$ cat config.mk
export PLATFORM = sky130hd
export DESIGN_NAME = wprot_ctrl
export DESIGN_NICKNAME = d
export VERILOG_FILES = /design/src/rtl/wp_pkg.sv /design/src/rtl/wp_addr_decode.sv /design/src/rtl/wp_policy.sv /design/src/rtl/wp_reg.sv /design/src/rtl/wprot_ctrl.sv
export SDC_FILE = /design/constraint.sdc
export NUM_CORES = 1
export LEC_CHECK = 0
export ABC_AREA = 1
export BUFFER_PORTS_ARGS = -buffer_cell sky130_fd_sc_hd__buf_2
export CORE_ASPECT_RATIO = 1.25
export CORE_MARGIN = 10
export CORE_UTILIZATION = 30
export DETAILED_ROUTE_END_ITERATION = 8
export PLACE_DENSITY_LB_ADDON = 0.12
export SYNTH_ARGS = -nofsm -noshare
export SYNTH_HDL_FRONTEND = slang
export SYNTH_HIERARCHICAL = 1
export SYNTH_SLANG_ARGS = --single-unit
export TNS_END_PERCENT = 100
$ cat constraint.sdc
create_clock -name clk -period 1.2 [get_ports clk]
set_input_delay 0.12 -clock clk [delete_from_list [all_inputs] [get_ports clk]]
set_output_delay 0.12 -clock clk [all_outputs]
set_load 0.05 [all_outputs]
$ cat src/rtl/wp_pkg.sv
package wp_pkg;
  localparam int BYTE_W  = 8;
  localparam int WEL_BIT = 1;
  localparam int LSEL_LO = 3;
  localparam int HPE_BIT = 7;

  typedef enum logic [1:0] {
    LK_NONE = 2'b00,
    LK_QTR  = 2'b01,
    LK_HALF = 2'b10,
    LK_ALL  = 2'b11
  } lock_sel_e;

  typedef struct packed {
    logic      hpe;
    logic      wel;
    lock_sel_e lsel;
  } prot_fields_t;

  localparam prot_fields_t FIELDS_RST = '{hpe: 1'b0, wel: 1'b0, lsel: LK_NONE};

  function automatic logic [BYTE_W-1:0] pack_fields(prot_fields_t f);
    logic [BYTE_W-1:0] b;
    b = '0;
    b[WEL_BIT] = f.wel;
    b[LSEL_LO +: 2] = f.lsel;
    b[HPE_BIT] = f.hpe;
    return b;
  endfunction

  function automatic prot_fields_t unpack_fields(logic [BYTE_W-1:0] b);
    prot_fields_t f;
    f.wel  = b[WEL_BIT];
    f.lsel = lock_sel_e'(b[LSEL_LO +: 2]);
    f.hpe  = b[HPE_BIT];
    return f;
  endfunction

  function automatic logic [BYTE_W-1:0] latch_only_value();
    logic [BYTE_W-1:0] b;
    b = '0;
    b[WEL_BIT] = 1'b1;
    return b;
  endfunction

  function automatic logic top_bits_locked(lock_sel_e s, logic [1:0] top2);
    logic r;
    unique case (s)
      LK_NONE: r = 1'b0;
      LK_QTR:  r = (top2 == 2'b11);
      LK_HALF: r = top2[1];
      default: r = 1'b1;
    endcase
    return r;
  endfunction
endpackage

$ cat src/rtl/wp_addr_decode.sv
module wp_addr_decode
  import wp_pkg::*;
#(
  parameter int ADDR_W = 16
) (
  input  logic [ADDR_W-1:0] addr_i,
  input  lock_sel_e         lsel_i,
  output logic              is_reg_o,
  output logic              in_lock_o
);
  localparam logic [ADDR_W-1:0] REG_ADDR = {ADDR_W{1'b1}};
  localparam int TOP_LO = ADDR_W - 2;

  logic [1:0] top2;

  assign top2      = addr_i[ADDR_W-1:TOP_LO];
  assign is_reg_o  = (addr_i == REG_ADDR);
  assign in_lock_o = top_bits_locked(lsel_i, top2);
endmodule

$ cat src/rtl/wp_policy.sv
module wp_policy
  import wp_pkg::*;
(
  input  logic              valid_i,
  input  logic              is_reg_i,
  input  logic              in_lock_i,
  input  logic [BYTE_W-1:0] data_i,
  input  prot_fields_t      cur_i,
  input  logic              pin_i,
  output logic              allow_o,
  output logic              refuse_o,
  output logic              load_o,
  output prot_fields_t      next_o,
  output logic              frozen_o
);
  logic latch_only;

  assign frozen_o   = pin_i & cur_i.hpe;
  assign latch_only = (data_i == latch_only_value());

  always_comb begin
    allow_o  = 1'b0;
    refuse_o = 1'b0;
    load_o   = 1'b0;
    next_o   = cur_i;
    if (valid_i) begin
      if (is_reg_i) begin
        if (frozen_o) begin
          refuse_o = 1'b1;
        end else if (!cur_i.wel) begin
          if (latch_only) begin
            allow_o    = 1'b1;
            load_o     = 1'b1;
            next_o.wel = 1'b1;
          end else begin
            refuse_o = 1'b1;
          end
        end else begin
          allow_o = 1'b1;
          load_o  = 1'b1;
          next_o  = unpack_fields(data_i);
        end
      end else begin
        if (!cur_i.wel || in_lock_i) refuse_o = 1'b1;
        else                         allow_o  = 1'b1;
      end
    end
  end
endmodule

$ cat src/rtl/wp_reg.sv
module wp_reg
  import wp_pkg::*;
(
  input  logic              clk,
  input  logic              rst_n,
  input  logic              load_i,
  input  prot_fields_t      next_i,
  output prot_fields_t      cur_o,
  output logic [BYTE_W-1:0] byte_o
);
  prot_fields_t q;

  always_ff @(posedge clk or negedge rst_n) begin
    if (!rst_n)      q <= FIELDS_RST;
    else if (load_i) q <= next_i;
  end

  assign cur_o  = q;
  assign byte_o = pack_fields(q);
endmodule

$ cat src/rtl/wprot_ctrl.sv
module wprot_ctrl
  import wp_pkg::*;
#(
  parameter int ADDR_W = 16
) (
  input  logic              clk,
  input  logic              rst_n,
  input  logic              wr_valid_i,
  input  logic [ADDR_W-1:0] wr_addr_i,
  input  logic [7:0]        wr_data_i,
  input  logic              prot_pin_i,
  output logic              wr_grant_o,
  output logic              wr_deny_o,
  output logic [7:0]        prot_reg_o
);
  logic         is_reg_w;
  logic         in_lock_w;
  logic         allow_w;
  logic         refuse_w;
  logic         load_w;
  logic         frozen_w;
  prot_fields_t cur_w;
  prot_fields_t next_w;
  logic         grant_q;
  logic         deny_q;

  wp_addr_decode #(.ADDR_W(ADDR_W)) i_dec (
    .addr_i    (wr_addr_i),
    .lsel_i    (cur_w.lsel),
    .is_reg_o  (is_reg_w),
    .in_lock_o (in_lock_w)
  );

  wp_policy i_pol (
    .valid_i   (wr_valid_i),
    .is_reg_i  (is_reg_w),
    .in_lock_i (in_lock_w),
    .data_i    (wr_data_i),
    .cur_i     (cur_w),
    .pin_i     (prot_pin_i),
    .allow_o   (allow_w),
    .refuse_o  (refuse_w),
    .load_o    (load_w),
    .next_o    (next_w),
    .frozen_o  (frozen_w)
  );

  wp_reg i_reg (
    .clk    (clk),
    .rst_n  (rst_n),
    .load_i (load_w),
    .next_i (next_w),
    .cur_o  (cur_w),
    .byte_o (prot_reg_o)
  );

  always_ff @(posedge clk or negedge rst_n) begin
    if (!rst_n) begin
      grant_q <= 1'b0;
      deny_q  <= 1'b0;
    end else begin
      grant_q <= allow_w;
      deny_q  <= refuse_w;
    end
  end

  assign wr_grant_o = grant_q;
  assign wr_deny_o  = deny_q;
endmodule

==> results of run 1 <==
state kept, by name, indices dropped and copies added (netlist names):
register and flops:
wr_grant_o 1, wr_deny_o 1, i_reg/byte_o 4
logic make-up after synthesis:
family	Yosys count	synth area share [%]
AND/OR/NAND/NOR	52	42.5
AO/OA/AOI/OAI	6	5.97
buffers and inverters	20	20.9
other	1	0.746
flip-flops	6	29.8
metrics by stage:
stage	hold slack [ns]	area (um^2)	utilization, %	setup slack, ns
2_1_floorplan	-0.176	537	-	-0.123
3_3_place_gp	-0.0518	679	43.0	-0.0486
3_5_place_dp	-0.0483	679	43.0	-0.0871
4_1_cts	0.164	716	45.3	0.0212
5_1_grt	0.180	734	46.4	-0.0249
6_report	0.160	734	46.4	0.0416
cells in the mapped netlist:
master   number  share of area [%]
nor2_1       12                9.0
inv_1         9                6.7
buf_4         8                 12
a21oi_1       1               0.99
o21ai_1       3                3.0
nor3_4        1                3.2
conb_1        1               0.75
nand2_2       1                1.2
nand2_1      36                 27
o21ai_0       2                2.0
inv_2         3                2.2
nor2_2        1                1.2
dfrtp_1       6                 30
nand3_1       1               0.99
worst min path at each step:
stage,slack [ns],endpoint,from,cells after the start
after floorplan,-0.18,i_reg/byte_o[1]$_DFFE_PN0P_,rst_n,0
after global placement,-0.05,i_reg/byte_o[3]$_DFFE_PN0P_,rst_n,1
after detailed placement,-0.05,i_reg/byte_o[3]$_DFFE_PN0P_,rst_n,1
after CTS,0.16,wr_deny_o$_DFF_PN0_,wr_valid_i,3
after global routing,0.18,wr_grant_o$_DFF_PN0_,wr_valid_i,3
final,0.16,wr_grant_o$_DFF_PN0_,wr_valid_i,3
area by class of cell:
| class | count | area, um^2 |
|---|---|---|
| repair buffers | 38 | 205 |
| multi-input cells | 62 | 280 |
| fillers | 187 | 847 |
| inverters | 12 | 45.0 |
| clock buffers | 4 | 26.3 |
| well taps | 18 | 22.5 |
| flip-flops and latches | 6 | 155 |
power by group through the flow:
stage	Sequential, mW	Combinational, mW	Clock (mW)
2_1_floorplan	0.214	0.0587	0
3_3_place_gp	0.208	0.111	0
3_5_place_dp	0.208	0.111	0
4_1_cts	0.205	0.114	0.212
5_1_grt	0.205	0.126	0.220
6_report	0.205	0.113	0.204
repair_timing:
| action | 4_1_cts | 5_1_grt |
|---|---|---|
| endpoints found under the setup margin | 0 | 4 |
| hold buffers | 1 | 0 |
| setup buffers | 0 | 1 |
| resized for setup | 0 | 4 |
| hold endpoints to repair | 6 | 0 |
critical path, delay by kind of cell (launching register included):
family	cells	cell delay (ns)
and+or+nand+nor	6	0.50
DFF	1	0.43
buffers and inverters	2	0.12
routing by layer:
metal / share of wire, % / global-route usage, % / vias up
li1: - / - / 313
met1: 40 / 6.73 / 228
met2: 48 / 12.2 / 23
met3: 10 / 4.04 / 2
met4: 1.2 / 5.42 / 0
met5: 0 / 0 / -
placed cells by master (no fill, tap or decap), types with 2 or more instances in the layout:
cell	n
nor2_2	2
conb_1	4
inv_1	9
buf_4	4
nand2_1	33
dfrtp_1	2
nor2_1	10
clkbuf_4	3
buf_2	33
inv_2	3
dfrtp_2	4
o21ai_1	4
nand2_2	4
==> flow_summary_export.csv, run 1 <==
group,metric,value,unit
floorplan,io_pins,38,
placement,io_buffers,33,
clock_network,cts_tree,"built",
floorplan,start_util,31.8,%
yosys,syn_area_per_cell,5.92,um^2
power,p_sw,0.145,mW
clock_network,cts_buffers,3,
placement,dp_hpwl,1250,um
yosys,synth_seq_cells,6,
worst_setup_path,start_kind,"flop",
worst_setup_path,reg2reg_to,"i_reg/byte_o[7]$_DFFE_PN0P_",
grt,grt_pass1_vias,584,
power,intPower,0.377,mW
worst_setup_path,crit_arrival,1.29,ns
worst_setup_path,slowest_delay,0.43,ns
power,peakVddDrop,0.209,mV
yosys,yosys_warnings,6,
power,p_sw_share,27.8,%
power,pwr-share-comb,21.7,%
hold_path,hold_path_class,"primary input to flop",
yosys,synth_cells,85,
clock_network,clockRootBuffer,"clkbuf_4",
cells_and_area,nets,151,
yosys,ys_seq_area_share,29.9,%
worst_setup_path,crit_type,"flop to flop",
cells_and_area,insertedDiodeCount,0,
worst_setup_path,critical_path.max_fanout,5,
cells_and_area,syn_to_final_growth,46.0,%
power,p_leak,0.435,nW
yosys,synthesis.area,503,um^2
cells_and_area,finalNonFillerCells,140,
route,vias,566,
floorplan,die_h,65.8,um
route,vias_per_cell,4.04,
status,status,"completed",
floorplan,fp.dieArea,3720,um^2
floorplan,die_w,56.6,um
clock_network,cts.reportedPaths.clkPinSlew,0.05,ns
sta,clock.fmax,863,MHz
worst_setup_path,slowest_stage,"dfrtp_2",
route,drt-initial-drc-count,9,
sta,final_max_slew_viol_count,0,
worst_setup_path,path_cells,"nand2_2 > inv_2 > nor2_2 > nand2_2 > nor2_4 > inv_2 > nand2_1 > nand2_1",
clock_network,insertion_delay,0.25,ns
grt,grt_max_degree,8,
placement,post-place-cells,134,
grt,grt_pass1_wl,2240,um
clock_network,clock-sinks,6,
yosys,ys_types,14,
sta,rsz0062_at_grt,"yes",
worst_setup_path,endpoint_kind,"flop",
flow_run,cap_violations,0,
grt,antenna_found_initial,0,
placement,gp_congestion,0.700,
power,p_clk_share,39.0,%
sta,fin_setup_tns,0,ns
grt,overflow,0,
sta,hold_violations,0,
worst_setup_path,r2r.worst_path.cells,8,
clock_network,ctsHtreeMaxLevel,1,
worst_setup_path,cp-endpoint,"i_reg/byte_o[7]$_DFFE_PN0P_",
worst_setup_path,reg2reg_from,"i_reg/byte_o[7]$_DFFE_PN0P_",
route,drtPass1Iterations,4,
floorplan,core,1580,um^2
sta,setup-violations-final,0,
cells_and_area,layout-drive-gt1-share,45.9,%
floorplan,rows,16,
power,p_seq_share,39.2,%
power,power.total,0.522,mW
power,p_per_area,710,nW/um^2
sta,period_minus_slack,1.16,ns
route,routedWlPerCell,9.74,um
route,postRouteAntennaNets,0,
worst_setup_path,crit_start,"i_reg/byte_o[7]$_DFFE_PN0P_",
worst_setup_path,reg2reg_slack,0.04,ns
route,routed_wirelength,1360,um
sta,fin_crit_sh,96.5,%
sta,skew,0.00661,ns
worst_setup_path,critPathRequiredTime,1.34,ns
clock_network,cts_buffer_depth,2,
grt,grt_usage,7.39,%
route,post-route-drc-count,0,
No activity file was read; power rests on OpenSTA's default activity.
==> inputs of run 2 (changes only) <==
--- a/config.mk
+++ b/config.mk
@@ -7,13 +7,13 @@
 export LEC_CHECK = 0
 export ABC_AREA = 1
 export BUFFER_PORTS_ARGS = -buffer_cell sky130_fd_sc_hd__buf_2
-export CORE_ASPECT_RATIO = 1.25
 export CORE_MARGIN = 10
 export CORE_UTILIZATION = 30
 export DETAILED_ROUTE_END_ITERATION = 8
 export PLACE_DENSITY_LB_ADDON = 0.12
+export REMOVE_ABC_BUFFERS = 1
+export SKIP_LAST_GASP = 1
 export SYNTH_ARGS = -nofsm -noshare
 export SYNTH_HDL_FRONTEND = slang
-export SYNTH_HIERARCHICAL = 1
 export SYNTH_SLANG_ARGS = --single-unit
 export TNS_END_PERCENT = 100
==> run 2 against run 1 <==
  * Utilization is 1.1 points lower
  * Final cell count is 10% lower
  * Global-route usage is 0.53 points higher
  * Clock power is 9% lower
  * Synthesized cell count is 13% lower
  * Die area is 3.1% lower
  * Combinational power hardly changed
  * Sequential share of layout area is 0.85 points higher
  * Design area is 7.0% lower
  * Clock skew is 0.0059 ns lower
  * Non-clock buffer count is 4 lower
  * Highest routed layer is now met3
==> flow_summary_export.csv, run 2 <==
group,metric,value,unit
status,status,"completed",
yosys,ys_seq_area_share,31.2,%
sta,holdWs,0.134,ns
sta,setup-violations-final,0,
clock_network,cts_tree,"built",
floorplan,rows,14,
placement,gp_congestion,0.724,
route,routedWlPerCell,10.9,um
clock_network,cts_setup_buffers,0,
worst_setup_path,crit_type,"flop to primary output",
floorplan,io_pins,38,
floorplan,die_w,60.1,um
worst_setup_path,slowest_stage,"dfrtp_1",
grt,grt_pass1_vias,578,
floorplan,start_util,32.0,%
cells_and_area,final_cell_mix,"buf_2, nand2_1, inv_1, nor2_1, dfrtp_1",
worst_setup_path,crit_family,"flip-flops",
cells_and_area,layout-drive-gt1-share,40.0,%
sta,skew,0.000720,ns
placement,place_ws,0.183,ns
yosys,ys_types,17,
floorplan,core,1510,um^2
sta,fin_ws,0.0817,ns
grt,grt_max_degree,7,
route,postRouteAntennaNets,0,
yosys,synth_area_leader_cell,"dfrtp_1",
clock_network,insertion_delay,0.24,ns
yosys,synth_commonest_cells,"nand2_1, inv_1, nor2_1",
worst_setup_path,critPathRequiredTime,1.08,ns
yosys,synth_flop_cell,"dfrtp_1",
worst_setup_path,slowest_delay,0.47,ns
cells_and_area,syn_to_final_growth,41.8,%
worst_setup_path,endpoint_kind,"primary output",
sta,clock.fmax,894,MHz
clock_network,clockRootBuffer,"clkbuf_4",
clock_network,cts_buffers,3,
yosys,syn_area_per_cell,6.51,um^2
worst_setup_path,crit_arrival,1.00,ns
worst_setup_path,reg2reg_slack,0.17,ns
placement,dp_hpwl,1240,um
floorplan,die_h,60.1,um
grt,grt_usage,7.92,%
route,post-route-drc-count,0,
power,peakVddDrop,0.318,mV
sta,fin_crit_sh,93.2,%
clock_network,ctsHtreeMaxLevel,1,
route,routed_wirelength,1370,um
yosys,synth_top_area_share,31.2,%
worst_setup_path,start_kind,"flop",
grt,grt_pass1_wl,2270,um
clock_network,cts_buffer_depth,2,
cells_and_area,largest_register_ffs,4,
yosys,yosys_warnings,0,
sta,period_minus_slack,1.12,ns
worst_setup_path,path_cells,"clkbuf_4",
cells_and_area,finalNonFillerCells,126,
worst_setup_path,critical_path.max_fanout,6,
route,drtPass1Iterations,4,
sta,final_max_slew_viol_count,0,
yosys,ys_top_cells_by_area,"dfrtp_1, nand2_1, inv_1",
sta,hold_violations,0,
worst_setup_path,worst-path-buf-inv,1,
floorplan,fp.dieArea,3610,um^2
cells_and_area,nets,140,
cells_and_area,finalCoreUtilization,45.3,%
sta,rsz0062_at_grt,"no",
clock_network,clock-sinks,6,
route,vias_per_cell,4.37,
grt,antenna_found_initial,0,
power,p_leak,0.384,nW
flow_run,cap_violations,0,
yosys,synth_edf_count,0,
placement,post-place-cells,122,
cells_and_area,final_common_cell,"buf_2",
grt,overflow,0,
yosys,synthesis.area,482,um^2
clock_network,cts.reportedPaths.clkPinSlew,0.04,ns
hold_path,hold_path_class,"primary input to flop",
cells_and_area,insertedDiodeCount,0,
yosys,synth-async-reset-ratio,100,%
route,drt-initial-drc-count,12,
yosys,synth_seq_cells,6,
power,power.total,0.506,mW
power,p_per_area,740,nW/um^2
route,vias,550,
yosys,yosys.cell_count.top_type,"nand2_1",
placement,io_buffers,33,
yosys,synth_cells,74,
==> run 2: cell count changes after synthesis, sizes merged, moves of 2 or more <==
cell,previous run,this run
nand2,37,29
buf,8,4
nand4,0,3
inv,12,10
==> run 2: final cells by class <==
cell class	instances	area [um^2]
Clock buffer	3	22.5
Fill cell	165	823
Inverter	10	37.5
Multi-Input combinational cell	57	275
Sequential cell	6	150
Tap cell	16	20.0
Timing Repair Buffer	34	178
==> run 2: through the flow <==
stage               TNS (ns)  instance area (um^2)
floorplan             -0.101                   463
global placement           0                   648
detailed placement         0                   648
CTS                        0                   681
global route               0                   683
finish                     0                   683
==> run 2: logic make-up (layout without fill, tap and decap cells) <==
family / after synthesis / after routing / share of synthesized area [%]
AOI/OAI and AO/OA: 8 / 8 / 9.35
buffers and inverters: 14 / 47 / 14.0
DFF: 6 / 6 / 31.2
other: 1 / 4 / 0.778
and+or+nand+nor: 45 / 45 / 44.7
==> run 2: path summary, 6_finish.rpt <==
kind                                             start                           to  depth (start not counted)
max reg2reg                i_reg.byte_o[1]$_DFFE_PN0P_          wr_deny_o$_DFF_PN0_                          5
max                        i_reg.byte_o[1]$_DFFE_PN0P_                prot_reg_o[1]                          1
max in group asynchronous                        rst_n  i_reg.byte_o[7]$_DFFE_PN0P_                          2
min reg2reg                i_reg.byte_o[7]$_DFFE_PN0P_  i_reg.byte_o[7]$_DFFE_PN0P_                          2
min in group asynchronous                        rst_n  i_reg.byte_o[3]$_DFFE_PN0P_                          2
min                                       wr_data_i[7]  i_reg.byte_o[7]$_DFFE_PN0P_                          3
==> run 2: power by group <==
| part | internal [mW] | switching (mW) |
|---|---|---|
| logic | 0.0437 | 0.0719 |
| registers | 0.205 | 0.000363 |
| clock network | 0.113 | 0.0720 |
==> run 2: per-layer routing <==
layer | part of all wire [%] | GRT usage, % | vias up
met5 | 0 | 0 | -
met4 | 0 | 2.88 | 0
met3 | 6.9 | 3.60 | 0
met2 | 52 | 13.1 | 25
met1 | 41 | 8.62 | 231
li1 | - | - | 294
==> run 2: timing repair <==
item	4_1_cts	5_1_grt
hold endpoints to repair	6	0
gates resized for setup	0	1
setup endpoints to repair	0	1
hold buffers	1	0
